<file path="src/rtl/exmon_pkg.sv">
package exmon_pkg;
  // Attributes that must be identical between the reserving read and the write
  typedef struct packed {
    logic [2:0] size;
    logic [3:0] prot;
    logic [2:0] burst;
    logic       nonsec;
  } xattr_t;
endpackage

</file>
<file path="src/rtl/exmon_window.sv">
module exmon_window #(
  parameter int               AW    = 32,
  parameter logic [AW-1:0]    BASE  = '0,
  parameter logic [AW-1:0]    LIMIT = '1
) (
  input  logic [AW-1:0] addr_i,
  output logic          in_o
);
  localparam logic [AW-1:0] SPAN = LIMIT - BASE;

  // one unsigned compare of the offset covers both bounds
  assign in_o = (addr_i - BASE) <= SPAN;
endmodule

</file>
<file path="src/rtl/exmon_slots.sv">
module exmon_slots
  import exmon_pkg::*;
#(
  parameter int N  = 4,
  parameter int AW = 32,
  parameter int MW = 8
) (
  input  logic          clk,
  input  logic          rst,
  input  logic          acc_i,
  input  logic          write_i,
  input  logic          excl_i,
  input  logic          in_win_i,
  input  logic [AW-1:0] addr_i,
  input  xattr_t        attr_i,
  input  logic [MW-1:0] master_i,
  output logic          ok_o
);
  localparam int IW = (N > 1) ? $clog2(N) : 1;
  localparam int RW = AW + 1;

  function automatic logic [RW-1:0] span_end(logic [AW-1:0] a, logic [2:0] sz);
    return {1'b0, a} + (RW'(1) << sz) - RW'(1);
  endfunction

  logic [IW-1:0] idx;
  logic [N-1:0]  vld_q, vld_d, ovl, other;
  logic [AW-1:0] addr_q [N];
  xattr_t        attr_q [N];
  logic [MW-1:0] mst_q  [N];
  logic          match, eff_wr, take;
  logic [RW-1:0] req_lo, req_hi;

  assign idx    = IW'(master_i % MW'(N));
  assign req_lo = {1'b0, addr_i};
  assign req_hi = span_end(addr_i, attr_i.size);
  assign match  = vld_q[idx] && (addr_q[idx] == addr_i) &&
                  (attr_q[idx] == attr_i) && (mst_q[idx] == master_i);
  assign ok_o   = in_win_i && (!write_i || match);
  assign eff_wr = write_i && (!excl_i || ok_o);
  assign take   = acc_i && excl_i && !write_i && in_win_i;

  for (genvar g = 0; g < N; g++) begin : g_slot
    logic [RW-1:0] s_lo, s_hi;
    assign s_lo     = {1'b0, addr_q[g]};
    assign s_hi     = span_end(addr_q[g], attr_q[g].size);
    assign ovl[g]   = (req_lo <= s_hi) && (s_lo <= req_hi);
    assign other[g] = mst_q[g] != master_i;
  end

  always_comb begin
    vld_d = vld_q;
    if (acc_i) begin
      for (int g = 0; g < N; g++) begin
        if (g == int'(idx) && excl_i && in_win_i) begin
          if (!write_i)  vld_d[g] = 1'b1;
          else if (ok_o) vld_d[g] = 1'b0;
        end else if (eff_wr && other[g] && ovl[g]) begin
          vld_d[g] = 1'b0;
        end
      end
    end
  end

  always_ff @(posedge clk) begin
    if (rst) vld_q <= '0;
    else     vld_q <= vld_d;
  end

  // slot payload: written by index, no reset, RAM friendly
  always_ff @(posedge clk) begin
    if (take) begin
      addr_q[idx] <= addr_i;
      attr_q[idx] <= attr_i;
      mst_q[idx]  <= master_i;
    end
  end

  AST_READ_TAKES_SLOT: assert property (@(posedge clk) disable iff (rst)
    take |=> vld_q[$past(idx)]);
  AST_SUCCESS_FREES_SLOT: assert property (@(posedge clk) disable iff (rst)
    acc_i && excl_i && write_i && ok_o |=> !vld_q[$past(idx)]);
endmodule

</file>
<file path="src/rtl/exmon_resp.sv">
module exmon_resp (
  input  logic clk,
  input  logic rst,
  input  logic ready_i,
  input  logic err_i,
  input  logic acc_i,
  input  logic excl_i,
  input  logic ok_i,
  input  logic we_i,
  output logic mem_we_o,
  output logic exokay_o
);
  logic dv_q, dex_q, dok_q, dwe_q;

  always_ff @(posedge clk) begin
    if (rst) begin
      dv_q  <= 1'b0;
      dex_q <= 1'b0;
      dok_q <= 1'b0;
      dwe_q <= 1'b0;
    end else if (ready_i) begin
      dv_q  <= acc_i;
      dex_q <= acc_i && excl_i;
      dok_q <= ok_i;
      dwe_q <= acc_i && we_i;
    end
  end

  assign mem_we_o = dwe_q;
  assign exokay_o = dex_q && dok_q && ready_i && !err_i;

  AST_OKAY_IN_DATA_PHASE: assert property (@(posedge clk) disable iff (rst)
    exokay_o |-> dv_q);
  AST_WE_HELD_IN_WAIT: assert property (@(posedge clk) disable iff (rst)
    dv_q && !ready_i |=> $stable(mem_we_o));
endmodule

</file>
<file path="src/rtl/exmon_top.sv">
module exmon_top
  import exmon_pkg::*;
#(
  parameter int                 N_MGR     = 4,
  parameter int                 MST_W     = 8,
  parameter int                 ADDR_W    = 32,
  parameter logic [ADDR_W-1:0]  WIN_BASE  = '0,
  parameter logic [ADDR_W-1:0]  WIN_LIMIT = ADDR_W'(32'h0000_FFFF)
) (
  input  logic              clk,
  input  logic              rst,
  input  logic              trans_i,
  input  logic [ADDR_W-1:0] addr_i,
  input  logic              write_i,
  input  logic [2:0]        size_i,
  input  logic [2:0]        burst_i,
  input  logic [3:0]        prot_i,
  input  logic              nonsec_i,
  input  logic [MST_W-1:0]  master_i,
  input  logic              excl_i,
  input  logic              ready_i,
  input  logic              err_i,
  output logic              mem_we_o,
  output logic              exokay_o
);
  logic   acc, in_win, slot_ok, allow;
  xattr_t attr;

  assign acc   = trans_i && ready_i;
  assign attr  = '{size: size_i, prot: prot_i, burst: burst_i, nonsec: nonsec_i};
  assign allow = write_i && (!excl_i || slot_ok);

  exmon_window #(.AW(ADDR_W), .BASE(WIN_BASE), .LIMIT(WIN_LIMIT)) u_win (
    .addr_i (addr_i),
    .in_o   (in_win)
  );

  exmon_slots #(.N(N_MGR), .AW(ADDR_W), .MW(MST_W)) u_slots (
    .clk      (clk),
    .rst      (rst),
    .acc_i    (acc),
    .write_i  (write_i),
    .excl_i   (excl_i),
    .in_win_i (in_win),
    .addr_i   (addr_i),
    .attr_i   (attr),
    .master_i (master_i),
    .ok_o     (slot_ok)
  );

  exmon_resp u_resp (
    .clk      (clk),
    .rst      (rst),
    .ready_i  (ready_i),
    .err_i    (err_i),
    .acc_i    (acc),
    .excl_i   (excl_i),
    .ok_i     (slot_ok),
    .we_i     (allow),
    .mem_we_o (mem_we_o),
    .exokay_o (exokay_o)
  );

  AST_OUTSIDE_WINDOW_FAILS: assert property (@(posedge clk) disable iff (rst)
    acc && excl_i && !in_win |-> !slot_ok);
  AST_FAILED_WRITE_BLOCKED: assert property (@(posedge clk) disable iff (rst)
    acc && excl_i && write_i && !slot_ok |=> !mem_we_o && !exokay_o);
  AST_RESET_QUIET: assert property (@(posedge clk)
    $past(rst) |-> !mem_we_o && !exokay_o);
endmodule

</file>
<file path="config.mk">
export PLATFORM = sky130hd
export DESIGN_NAME = exmon_top
export DESIGN_NICKNAME = d
export VERILOG_FILES = /design/src/rtl/exmon_pkg.sv /design/src/rtl/exmon_window.sv /design/src/rtl/exmon_slots.sv /design/src/rtl/exmon_resp.sv /design/src/rtl/exmon_top.sv
export SDC_FILE = /design/constraint.sdc
export NUM_CORES = 1
export LEC_CHECK = 0
export BUFFER_PORTS_ARGS = -buffer_cell sky130_fd_sc_hd__buf_2
export CAP_MARGIN = 20
export CORE_MARGIN = 5
export CORE_UTILIZATION = 45
export CTS_BUF_LIST = sky130_fd_sc_hd__clkbuf_4 sky130_fd_sc_hd__clkbuf_8
export DETAILED_ROUTE_END_ITERATION = 8
export SLEW_MARGIN = 0
export SYNTH_ARGS = -nofsm -noshare
export SYNTH_HDL_FRONTEND = slang
export SYNTH_SLANG_ARGS = --single-unit
</file>
<file path="constraint.sdc">
create_clock -name clk -period 16.99 [get_ports clk]
set_input_delay 4.2475 -clock clk [delete_from_list [all_inputs] [get_ports clk]]
set_output_delay 4.2475 -clock clk [all_outputs]
set_load 0.03 [all_outputs]
</file>
Word-level counts from Yosys, hierarchy flattened
Memory sizes are Yosys's and may differ from the RTL's. Index checks and enable logic that the tools add are counted. W data, S select, Z words.

$add $sub $neg: 10. $lt $le $gt $ge: 10. Eq/ne operators: 14. Shift operators: 5. Multiplexer cells: 14. Reductions and logical operators: 47.

Operator list (number): $le A32 B33 Y1 (8); $add A32 B33 Y33 (5); $shl A1 B3 Y33 const A (5); $sub A33 B1 Y33 const B (5); $logic_and A1 B1 Y1 (33); $eq A32 B32 Y1 (1); $le A32 B16 Y1 const B (1); $ne A8 B8 Y1 (4); $mux W1 (13); $ne A3 B2 Y1 const B (4); $reduce_and A3 Y1 (4); $eq A11 B11 Y1 (1); $eq A8 B8 Y1 (1); $reduce_bool A2 Y1 (4); $eq A2 B2 Y1 const A (2); $logic_not A1 Y1 (3); $lt A2 B3 Y1 const B (1); $bmux W1 S2 (1); $eq A1 B2 Y1 const A (1); $logic_not A2 Y1 (1); $logic_or A1 B1 Y1 (2).

Register bits: 7. Bits in writable memories: 204. Bits of input ports: 58. Output and inout port bits: 2. Memories: 3.

Memory list: u_slots.addr_q (words 4, width 32, read ports 5, clocked after Yosys merged registers in 0, wr ports 1, line exmon_slots.sv:28) `logic [AW-1:0] addr_q [N];`; u_slots.attr_q (words 4, width 11, read ports 5, clocked after Yosys merged registers in 0, wr ports 1, line exmon_slots.sv:29) `xattr_t attr_q [N];`; u_slots.mst_q (words 4, width 8, read ports 5, clocked after Yosys merged registers in 0, wr ports 1, line exmon_slots.sv:30) `logic [MW-1:0] mst_q [N];`.

Depth between registers and ports, before layout
Depth in word-level cells: 13. Gate-level depth with buffers: 27. Depth with buffers taken out: 26.

Hierarchy
From an unflattened synthesis, not the netlist that was laid out.

Cells, all modules: 2574. Area total of the unflattened synthesis: 23860.4 um2.

By module, submodules not included: exmon_slots (times used 1, cells an instance 2554, area each 23691.5 um2, sequential area each 6206.0 um2); exmon_resp (times used 1, cells an instance 12, area each 117.6 um2, sequential area each 60.1 um2); exmon_window (times used 1, cells an instance 5, area each 33.8 um2, sequential area each 0.0 um2); exmon_top (times used 1, cells an instance 3, area each 17.5 um2, sequential area each 0.0 um2).

Least setup slack after synthesis
OpenSTA, ideal clock, no wires.

Path kind: input-to-reg. From: input addr_i[29]. To: memory u_slots.addr_q[0][0], enable pin. Setup time: 0.589 ns. Data arrival time: 10.730 ns. Required time: 16.401 ns. Slack: 5.671 ns. Cell stages on the path: 9. Path buffers: 1. Path through: inv_1 -> ha_1 -> nand4_1 -> or3_1 -> nor4_1 -> o21bai_1 -> or2_2 -> clkbuf_1 -> nor4_1.

Longest elaborated chain between the ends: 4.

Ends and longest elaborated chain: start, declared (line exmon_top.sv:13) `input logic [ADDR_W-1:0] addr_i,`; $le A32 B16 Y1 (line exmon_window.sv:12) `assign in_o = (addr_i - BASE) <= SPAN;`; $logic_and A1 B1 Y1 (line exmon_slots.sv:41) `assign take = acc_i && excl_i && !write_i && in_win_i;`; $mux W1 (line exmon_slots.sv:72) `if (take) begin`; $mux W1 (not written as such) (line exmon_slots.sv:73) `addr_q[idx] <= addr_i;`; end, declared (line exmon_slots.sv:28).

No other way between the ends.

Worst setup path in the final report
From: input size_i[1]. To: register u_slots.vld_q[1].

Longest elaborated chain between the ends: 11. Elaborated cells between the ends (all ways): 17. Those cells by class: 2 x add/sub; 1 x order compare; 2 x eq/ne; 1 x shift; 11 x reduce/logical.

Ends and longest elaborated chain: start, declared (line exmon_top.sv:15) `input logic [2:0] size_i,`; branches (longest 10 deep; another with $add A32 B33 Y33); $reduce_and A3 Y1 (no line) (*); end signal, assigned (line exmon_slots.sv:67) `else vld_q <= vld_d;`; end, declared (line exmon_slots.sv:27) `logic [N-1:0] vld_q, vld_d, ovl, other;`.

Mark *: on every way between the ends. A chain may end at the register's enable or synchronous reset.

==> flow_summary.json <==
{
  "ys.flop_type": "edfxtp_1",
  "coreArea_um2": 53700,
  "clock_sinks": 211,
  "antenna_cells": 0,
  "r2r_end": "u_slots.vld_q[3]",
  "pin_count": 60,
  "timing.fmax_mhz": 99.6,
  "firstDrtPassIters": 5,
  "p_leak_nw": 11.8,
  "drt_iter0_markers": 1546,
  "synth_seq_cells": 211,
  "initial_core_util": 0.453,
  "hold_class": "reg2reg",
  "fillCellCount": 5013,
  "slew_headroom": 0.171,
  "ctsResizeCount": 0,
  "cts_tree": "yes",
  "period_share": 0.591,
  "path_class": "in2reg",
  "hold_buffers": 0,
  "setup_violations": 0,
  "clk-insertion-delay-late_ps": 610,
  "peakVddDrop_mv": 0.0848,
  "slew_violations": 0,
  "yosysWarnings": 0,
  "layout_commonest_cell": "ha_1",
  "hold_path_end": "u_resp.mem_we_o",
  "antenna_found_initial": 2,
  "grt_first_pass_wirelength_um": 119000,
  "cp_max_fo": 13,
  "synthTopCellsByArea": "edfxtp_1, ha_1, inv_1",
  "syn-mean-instance-area_um2": 9.40,
  "grt_pass1_vias": 20400,
  "drc": 0,
  "synthArstFlopShare": 0,
  "synth_top_cell_area_share": 0.252,
  "regArea_um2": 6270,
  "whs_ps": 478,
  "most-common-layout-cells": "ha_1, inv_1, edfxtp_1",
  "routabilityCongestion": 0.962,
  "r2r_slack_ps": 10370,
  "nNetsFinal": 3183,
  "cts_setup_buffers": 0,
  "synth_fp_nets": 3110,
  "fin_setup_tns_ps": 0,
  "worst_clock_skew_ps": 32.3,
  "ant_nets": 0,
  "r2r-start": "u_slots.attr_q[3][8]",
  "synth_cell_types": 87,
  "num_vias": 20700,
  "clockBufferDepth": 3,
  "hold_path_startpoint": "u_resp.mem_we_o",
  "clockRootBuffer": "clkbuf_8",
  "crit_required_ps": 17480,
  "setup.worst_path.end_class": "flip-flop",
  "wire_per_inst_um": 23.5,
  "yosysTopAreaCell": "edfxtp_1",
  "synth_edf_count": 204,
  "die_area_um2": 58900,
  "syn-instance-count": 2590,
  "status": "completed",
  "numCtsBuffers": 43,
  "die_y_um": 243,
  "layout-drive-gt1-share": 0.0809,
  "power_density_nw_per_um2": 60.1,
  "post-dp-hpwl_um": 64600,
  "max_stage_delay_ps": 480,
  "portBuffers": 59,
  "cp_common_cell": "ha_1",
  "fin_ws_ps": 6950,
  "rsz0062_at_grt": "false",
  "gr-usage-all-layers": 0.262,
  "via_per_inst": 6.11,
  "row_count": 85,
  "synthesis.area_um2": 24400,
  "arrival_ps": 10530,
  "dp_slack_ps": 6360,
  "multi_input_area_um2": 16700,
  "worst_pin_slew_ps": 1240,
  "hold_viol_final": 0,
  "gr-total-overflow": 0,
  "grt_max_degree": 49,
  "drt_wl_total_um": 79800,
  "finalCriticalPeriod_ps": 10040,
  "htreeDepth": 2,
  "area_delta_synth_final_pct": 8.07,
  "hold_depth": 2,
  "drv_cap": 0,
  "ys_seq_area_frac": 0.257,
  "r2r_cells": 23,
  "startpoint_type": "input port",
  "die_w_um": 243,
  "worst_path_max_delay_cell": "or3b_2",
  "cts.clk_slew.worst_paths_ps": 60,
  "power.total_mw": 1.58
}
## stage by stage
stage	instance area, µm²	std cells	util
after detailed placement	25400	3314	0.473
final	26300	3390	0.490
after floorplan	24400	2590	-
after global routing	26300	3390	0.490
after global placement	25400	3314	0.473
after CTS	26300	3390	0.490
## power by group
part	switching [mW]	internal (mW)	leakage, nW	total (mW)
combinational	0.253	0.157	9.42	0.410
sequential	0.000749	0.571	1.89	0.572
clock	0.243	0.356	0.487	0.599
total	0.497	1.08	11.8	1.58
## worst max-delay path, delay by kind of cell
kind,cells,cell delay [ps]
compound gates,13,3380
simple gates,6,1410
fa+ha+maj,4,1250
buf+inv,2,220
## sequential cells by signal, summed over array words and instances (netlist names)
register,count
u_slots.vld_q,4
u_slots.addr_q,128
u_resp.dok_q,1
u_resp.mem_we_o,1
u_slots.attr_q,44
u_slots.mst_q,32
u_resp.dex_q,1
## kinds of logic after synthesis
logic type | count (synthesis) | share of synthesized area
fa+ha+maj | 463 | 0.239
buf+inv | 355 | 0.0588
mux | 75 | 0.0544
flops | 211 | 0.257
compound gates | 653 | 0.177
xor+xnor | 204 | 0.0756
simple gates | 629 | 0.138
## synth_stat cells, drive strengths merged, types with 26 or more instances
cell type	number
a21o	113
a21oi	185
edfxtp	204
ha	457
inv	311
mux2i	26
mux4	44
nand2	116
nand2b	39
nand3	66
nand4	75
nor2	108
nor2b	40
nor3	40
o21ai	106
xnor2	114
xor2	86
## layout make-up
| type | instances | area share |
|---|---|---|
| sequential | 211 | 0.238 |
| clock inverter | 22 | 0.00956 |
| timing repair buffer | 72 | 0.0151 |
| tap | 696 | 0.0331 |
| multi-input combinational | 2024 | 0.634 |
| inverter | 311 | 0.0444 |
| clock buffer | 54 | 0.0261 |
## worst max-delay path by stage
stage	from	end	cells after the start
after CTS	size_i[0]	u_slots.vld_q[1]	25
after detailed placement	size_i[0]	u_slots.vld_q[1]	25
after global routing	size_i[0]	u_slots.vld_q[1]	25
after global placement	size_i[1]	u_slots.vld_q[2]	25
after floorplan	addr_i[29]	u_slots.addr_q[0][0]	9
final	size_i[1]	u_slots.vld_q[1]	25
## metal layers
metal / vias to the layer above / global-route usage / routed length [µm]
met5: - / 0 / 0
met4: 0 / 0.0941 / 3190
met3: 121 / 0.0373 / 4990
met2: 634 / 0.433 / 36400
met1: 10100 / 0.353 / 35200
li1: 9832 / - / -
Power figures use the tool's default switching activity.
